### src/rtl/uart_regif_pkg.sv
package uart_regif_pkg;
   localparam int unsigned BUS_W     = 32;
   localparam int unsigned DR_W      = 10;
   localparam int unsigned NUM_CFG   = 5;
   localparam int unsigned OFS_SR    = 'h00;
   localparam int unsigned OFS_DR    = 'h04;
   localparam int unsigned OFS_CFG0  = 'h08;
   localparam int unsigned CFG_STEP  = 4;
   localparam int unsigned SR_RXNE   = 5;
   localparam int unsigned SR_TC     = 6;
   localparam int unsigned SR_TXE    = 7;
   localparam int unsigned CR_RXEN   = 2;
   localparam int unsigned CR_UEN    = 13;
   localparam logic [BUS_W-1:0] SR_RST      = 32'h0000_00C0;
   localparam logic [BUS_W-1:0] SR_LOAD_MAX = 32'h0000_03FF;
   localparam logic [BUS_W-1:0] TX_LIMIT    = 32'h0000_F000;
   typedef enum int unsigned {
      CFG_BAUD  = 0,
      CFG_CTL1  = 1,
      CFG_CTL2  = 2,
      CFG_CTL3  = 3,
      CFG_GUARD = 4
   } cfg_idx_e;
endpackage

### src/rtl/uart_regif_cfgbank.sv
module uart_regif_cfgbank
   import uart_regif_pkg::*;
#(
   parameter int unsigned NUM = 5,
   parameter int unsigned W   = 32
) (
   input  logic                  clk,
   input  logic                  rst_n,
   input  logic [NUM-1:0]        we,
   input  logic [W-1:0]          wdata,
   output logic [NUM-1:0][W-1:0] q
);
   for (genvar i = 0; i < NUM; i++) begin : g_reg
      always_ff @(posedge clk or negedge rst_n) begin
         if (!rst_n)
            q[i] <= '0;
         else if (we[i])
            q[i] <= wdata;
      end
   end
endmodule

### src/rtl/uart_regif_status.sv
module uart_regif_status
   import uart_regif_pkg::*;
(
   input  logic             clk,
   input  logic             rst_n,
   input  logic             wr_en,
   input  logic [BUS_W-1:0] wdata,
   input  logic             tx_done,
   input  logic             rd_clr,
   input  logic             rx_set,
   output logic [BUS_W-1:0] sr_q
);
   logic [BUS_W-1:0] sr_nxt;

   always_comb begin
      sr_nxt = sr_q;
      if (wr_en) begin
         if (wdata <= SR_LOAD_MAX) begin
            sr_nxt         = wdata;
            sr_nxt[SR_TXE] = 1'b1;
         end else begin
            sr_nxt = sr_q & wdata;
         end
      end
      if (tx_done) sr_nxt[SR_TC]   = 1'b1;
      if (rd_clr)  sr_nxt[SR_RXNE] = 1'b0;
      if (rx_set)  sr_nxt[SR_RXNE] = 1'b1;
   end

   always_ff @(posedge clk or negedge rst_n) begin
      if (!rst_n) sr_q <= SR_RST;
      else        sr_q <= sr_nxt;
   end
endmodule

### src/rtl/uart_regif_rxpath.sv
module uart_regif_rxpath
   import uart_regif_pkg::*;
#(
   parameter int unsigned CHAR_W = 8
) (
   input  logic              clk,
   input  logic              rst_n,
   input  logic              rx_valid,
   input  logic [CHAR_W-1:0] rx_data,
   input  logic              full,
   input  logic              unit_en,
   input  logic              rx_en,
   output logic              rx_ready,
   output logic              rx_set,
   output logic [DR_W-1:0]   dr_q
);
   logic take;

   assign rx_ready = !full;
   assign take     = rx_valid && rx_ready;
   assign rx_set   = take && unit_en && rx_en;

   always_ff @(posedge clk or negedge rst_n) begin
      if (!rst_n)      dr_q <= '0;
      else if (rx_set) dr_q <= DR_W'(rx_data);
   end
endmodule

### src/rtl/uart_regif.sv
module uart_regif
   import uart_regif_pkg::*;
#(
   parameter int unsigned ADDR_W = 10,
   parameter int unsigned CHAR_W = 8,
   parameter int unsigned CFG_W  = 32
) (
   input  logic              clk,
   input  logic              rst_n,
   input  logic [ADDR_W-1:0] bus_addr,
   input  logic              bus_we,
   input  logic [BUS_W-1:0]  bus_wdata,
   input  logic              bus_re,
   output logic [BUS_W-1:0]  bus_rdata,
   input  logic              rx_valid,
   input  logic [CHAR_W-1:0] rx_data,
   output logic              rx_ready,
   output logic              tx_strobe,
   output logic [CHAR_W-1:0] tx_data,
   output logic              irq
);
   localparam logic [ADDR_W-1:0] A_SR = ADDR_W'(OFS_SR);
   localparam logic [ADDR_W-1:0] A_DR = ADDR_W'(OFS_DR);

   if (ADDR_W < 5 || ADDR_W > BUS_W) begin : g_bad_addr
      $error("uart_regif: ADDR_W must lie in 5..32");
   end
   if (CHAR_W < 1 || CHAR_W > DR_W) begin : g_bad_char
      $error("uart_regif: CHAR_W must lie in 1..10");
   end
   if (CFG_W <= CR_UEN || CFG_W > BUS_W) begin : g_bad_cfg
      $error("uart_regif: CFG_W must lie in 14..32");
   end

   logic                      sel_sr, sel_dr;
   logic [NUM_CFG-1:0]        cfg_hit;
   logic [NUM_CFG-1:0]        cfg_we;
   logic [NUM_CFG-1:0][CFG_W-1:0] cfg_q;
   logic [CFG_W-1:0]          ctl1_q;
   logic [BUS_W-1:0]          sr_q;
   logic [DR_W-1:0]           dr_q;
   logic                      tx_fire, rd_clr, rx_set;
   logic [BUS_W-1:0]          rd_mux;

   assign sel_sr = (bus_addr == A_SR);
   assign sel_dr = (bus_addr == A_DR);

   for (genvar i = 0; i < NUM_CFG; i++) begin : g_dec
      assign cfg_hit[i] = (bus_addr == ADDR_W'(OFS_CFG0 + i * CFG_STEP));
      assign cfg_we[i]  = bus_we && cfg_hit[i];
   end

   assign ctl1_q  = cfg_q[CFG_CTL1];
   assign tx_fire = bus_we && sel_dr && (bus_wdata < TX_LIMIT);
   assign rd_clr  = bus_re && sel_dr;

   uart_regif_cfgbank #(.NUM(NUM_CFG), .W(CFG_W)) u_cfg (
      .clk   (clk),
      .rst_n (rst_n),
      .we    (cfg_we),
      .wdata (bus_wdata[CFG_W-1:0]),
      .q     (cfg_q)
   );

   uart_regif_status u_stat (
      .clk     (clk),
      .rst_n   (rst_n),
      .wr_en   (bus_we && sel_sr),
      .wdata   (bus_wdata),
      .tx_done (tx_fire),
      .rd_clr  (rd_clr),
      .rx_set  (rx_set),
      .sr_q    (sr_q)
   );

   uart_regif_rxpath #(.CHAR_W(CHAR_W)) u_rx (
      .clk      (clk),
      .rst_n    (rst_n),
      .rx_valid (rx_valid),
      .rx_data  (rx_data),
      .full     (sr_q[SR_RXNE]),
      .unit_en  (ctl1_q[CR_UEN]),
      .rx_en    (ctl1_q[CR_RXEN]),
      .rx_ready (rx_ready),
      .rx_set   (rx_set),
      .dr_q     (dr_q)
   );

   always_ff @(posedge clk or negedge rst_n) begin
      if (!rst_n) begin
         tx_strobe <= 1'b0;
         tx_data   <= '0;
      end else begin
         tx_strobe <= tx_fire;
         if (tx_fire) tx_data <= bus_wdata[CHAR_W-1:0];
      end
   end

   always_comb begin
      rd_mux = '0;
      if (sel_sr) rd_mux = sr_q;
      if (sel_dr) rd_mux = BUS_W'(dr_q);
      for (int i = 0; i < NUM_CFG; i++) begin
         if (cfg_hit[i]) rd_mux = BUS_W'(cfg_q[i]);
      end
   end

   assign bus_rdata = bus_re ? rd_mux : '0;
   assign irq = |(sr_q[SR_TXE:SR_RXNE] & ctl1_q[SR_TXE:SR_RXNE]);
endmodule

### config.mk
export PLATFORM = sky130hd
export DESIGN_NAME = uart_regif
export DESIGN_NICKNAME = d
export VERILOG_FILES = /design/src/rtl/uart_regif_pkg.sv /design/src/rtl/uart_regif_cfgbank.sv /design/src/rtl/uart_regif_status.sv /design/src/rtl/uart_regif_rxpath.sv /design/src/rtl/uart_regif.sv
export SDC_FILE = /design/constraint.sdc
export NUM_CORES = 1
export LEC_CHECK = 0
export ABC_AREA = 1
export BUFFER_PORTS_ARGS = -buffer_cell sky130_fd_sc_hd__clkbuf_2
export CORE_UTILIZATION = 55
export DETAILED_ROUTE_END_ITERATION = 6
export HOLD_SLACK_MARGIN = 0.08
export PLACE_DENSITY = 0.75
export SLEW_MARGIN = 20
export SYNTH_ARGS = -nofsm -noshare
export SYNTH_HDL_FRONTEND = slang
export SYNTH_SLANG_ARGS = --single-unit
### constraint.sdc
create_clock -name clk -period 4.4 [get_ports clk]
set_clock_uncertainty 0.05 [all_clocks]
set_input_delay 0.88 -clock clk [delete_from_list [all_inputs] [get_ports clk]]
set_output_delay 0.88 -clock clk [all_outputs]
set_load 0.02 [all_outputs]
==> metrics.yaml <==
fill_cells: 1506
grt_pass1_vias: 7627
fmaxAchievable_ghz: 0.275
htreeDepth: 1
area_growth_syn_to_layout_pct: 13.1
powerDensity_nw_per_um2: 355
die_x_um: 135
port_buffers: 97
ys_seq_elements: 209
route.detailed.drc: 0
cts.clk_slew.worst_paths_ps: 50
fin_nets: 1285
dr.pass1.iters: 5
grt_max_degree: 123
cts_tree: "yes"
crit_top_cell: "nand2_1"
hpwlAfterDp_um: 14800
cellLeakagePower_nw: 5.55
cts_root_buf: "clkbuf_16"
peakVddDrop_uv: 282
reg2reg_to: "u_rx.dr_q[2]"
routabilityCongestion: 0.824
syn_area_um2: 9670
timing.final.crit_share: 0.828
io_pins: 98
min_to: "u_cfg.q[151]"
track_usage: 0.279
wl_per_cell_um: 16.4
core_area_um2: 17200
endpoint_kind: "primary output"
synth.distinct_cells: 36
ys_async_sr_fraction: 1.00
slew_headroom: 0.332
rows: 48
reg2reg_depth: 3
cap_violations: 0
tightest_slew_ps: 1000
yosysSeqAreaShare: 0.541
cp-start-kind: "input port"
cp.required_ps: 3470
hold_viol: 0
die_y_um: 135
vias_per_cell: 5.44
placed_cells: 1430
seq_area_um2: 5230
synth_nets: 1210
hold_class: "flop to flop"
cts.sinks: 209
outcome: "completed"
ys_warn_count: 0
cts_buffers: 23
drv_slew: 0
wl_um: 24200
antenna_left: 0
clock_path_buffers: 3
drive_above_1_share: 0.150
vias: 8009
cp_max_fo: 31
synthFlopType: "dfrtp_1"
rrSetupSlack_ps: 2800
diodes: 0
drt_iter0_markers: 660
multiInputGateArea_um2: 3780
synth-edff-count: 0
instances_no_fill: 1471
reg2reg_from: "u_stat.sr_q[5]"
whs_path_depth: 2
finalSetupViolations: 0
grt_pass1_wl_um: 39800
crit_slowest_cell: "clkinv_2"
crit_type: "input port to primary output"
initial_utilization: 0.561
synthCells: 1155
dieArea_um2: 18100
cts_resized: 0
path_cells: "clkbuf_2 > nor2_4 > nand2_4 > nor2_8 > nand2_4 > clkinv_2 > nand2_1 > nand2_1 > clkinv_1 > nand3_1 > nand2_1 > nor2_1 > clkbuf_2"
cp_num_buf_inv: 4
finalSetupTns_ps: 0
cts_setup_buffers: 0
slowest_delay_ps: 450
cp_top_family: "simple AND/OR/NAND/NOR gates"
grt_setup_unrepaired: "no"
overflow: 0
min_period_ps: 3640
min_from: "u_cfg.q[151]"
ctsHoldBuffers: 0
critPathArrivalTime_ps: 2710
antenna_found_initial: 0
insertion_delay_ps: 510
syn_avg_cell_area_um2: 8.37
## kinds of logic after synthesis
group	synth area share
compound gates	0.130
buf+inv	0.0681
flops	0.541
mux	0.00932
simple gates	0.252
## cells in the final DEF, fill, tap and decap left out, types with 9 or more instances in the layout
master / count
clkbuf_1: 10
nand4_1: 20
nor2_1: 85
clkbuf_16: 23
dfrtp_1: 207
a21oi_1: 13
buf_4: 9
inv_1: 72
clkbuf_2: 96
nand3_1: 36
a21boi_0: 22
o21ai_0: 135
nor2_4: 9
o21ai_1: 59
nand2_1: 382
## worst max path at each step
stage,from,end,cells past startpoint
2_1_floorplan,bus_addr[7],bus_rdata[11],11
3_3_place_gp,bus_addr[7],bus_rdata[31],13
3_5_place_dp,bus_addr[7],bus_rdata[31],13
4_1_cts,bus_addr[7],bus_rdata[31],13
5_1_grt,bus_addr[7],bus_rdata[22],13
6_report,bus_addr[7],bus_rdata[22],13
## cell usage after synthesis, types with 8 or more instances
library cell | instances | area share
mux2_2 | 8 | 0.0093
nor2_4 | 9 | 0.010
clkbuf_1 | 23 | 0.0089
nand4_1 | 20 | 0.013
a21boi_0 | 22 | 0.017
inv_1 | 72 | 0.028
nor2_1 | 85 | 0.033
dfrtp_1 | 207 | 0.54
nand3_1 | 36 | 0.019
o21ai_0 | 135 | 0.070
buf_2 | 22 | 0.011
nand2_1 | 382 | 0.15
o21ai_1 | 59 | 0.031
a21oi_1 | 13 | 0.0067
## metal layers
| layer | vias to the layer above | track usage | share of wire |
|---|---|---|---|
| li1 | 3854 | - | - |
| met1 | 3847 | 0.383 | 0.44 |
| met2 | 264 | 0.471 | 0.48 |
| met3 | 44 | 0.0338 | 0.056 |
| met4 | 0 | 0.0799 | 0.025 |
| met5 | - | 0 | 0 |
## power breakdown
| part | switching [mW] | total, mW | internal, mW |
|---|---|---|---|
| logic | 0.114 | 0.155 | 0.0411 |
| registers | 0.0123 | 1.96 | 1.94 |
| clock network | 0.755 | 1.78 | 1.02 |
| total | 0.881 | 3.89 | 3.01 |
## stage by stage
stage	worst slack [ps]	hold WS (ps)	power, mW	utilization	area (um^2)
finish	758	428	3.89	0.635	10900
global route	595	446	4.00	0.635	10900
CTS	772	432	3.91	0.635	10900
detailed placement	782	418	2.15	0.595	10300
global placement	813	412	2.14	0.595	10300
floorplan	1390	398	2.05	-	9670
## sequential cells by signal, summed over array words and instances, names as in the netlist
| signal | cells |
|---|---|
| u_cfg.q | 160 |
| u_stat.sr_q | 32 |
| tx_data | 8 |
| u_rx.dr_q | 8 |
| tx_strobe | 1 |
## worst reg2reg max path, delay by kind of cell (launching register included)
kind / cells / cell delay (ps)
simple gates: 1 / 460
flops: 1 / 410
mux: 1 / 470
buf+inv: 1 / 100
## layout make-up
| class | instances | share of cell area |
|---|---|---|
| sequential | 209 | 0.478 |
| multi-input combinational | 803 | 0.345 |
| clock buffer | 36 | 0.0598 |
| timing repair buffer | 110 | 0.0587 |
| inverter | 83 | 0.0290 |
| tap | 225 | 0.0257 |
| clock inverter | 5 | 0.00297 |
(Power assumes the default switching activity.)
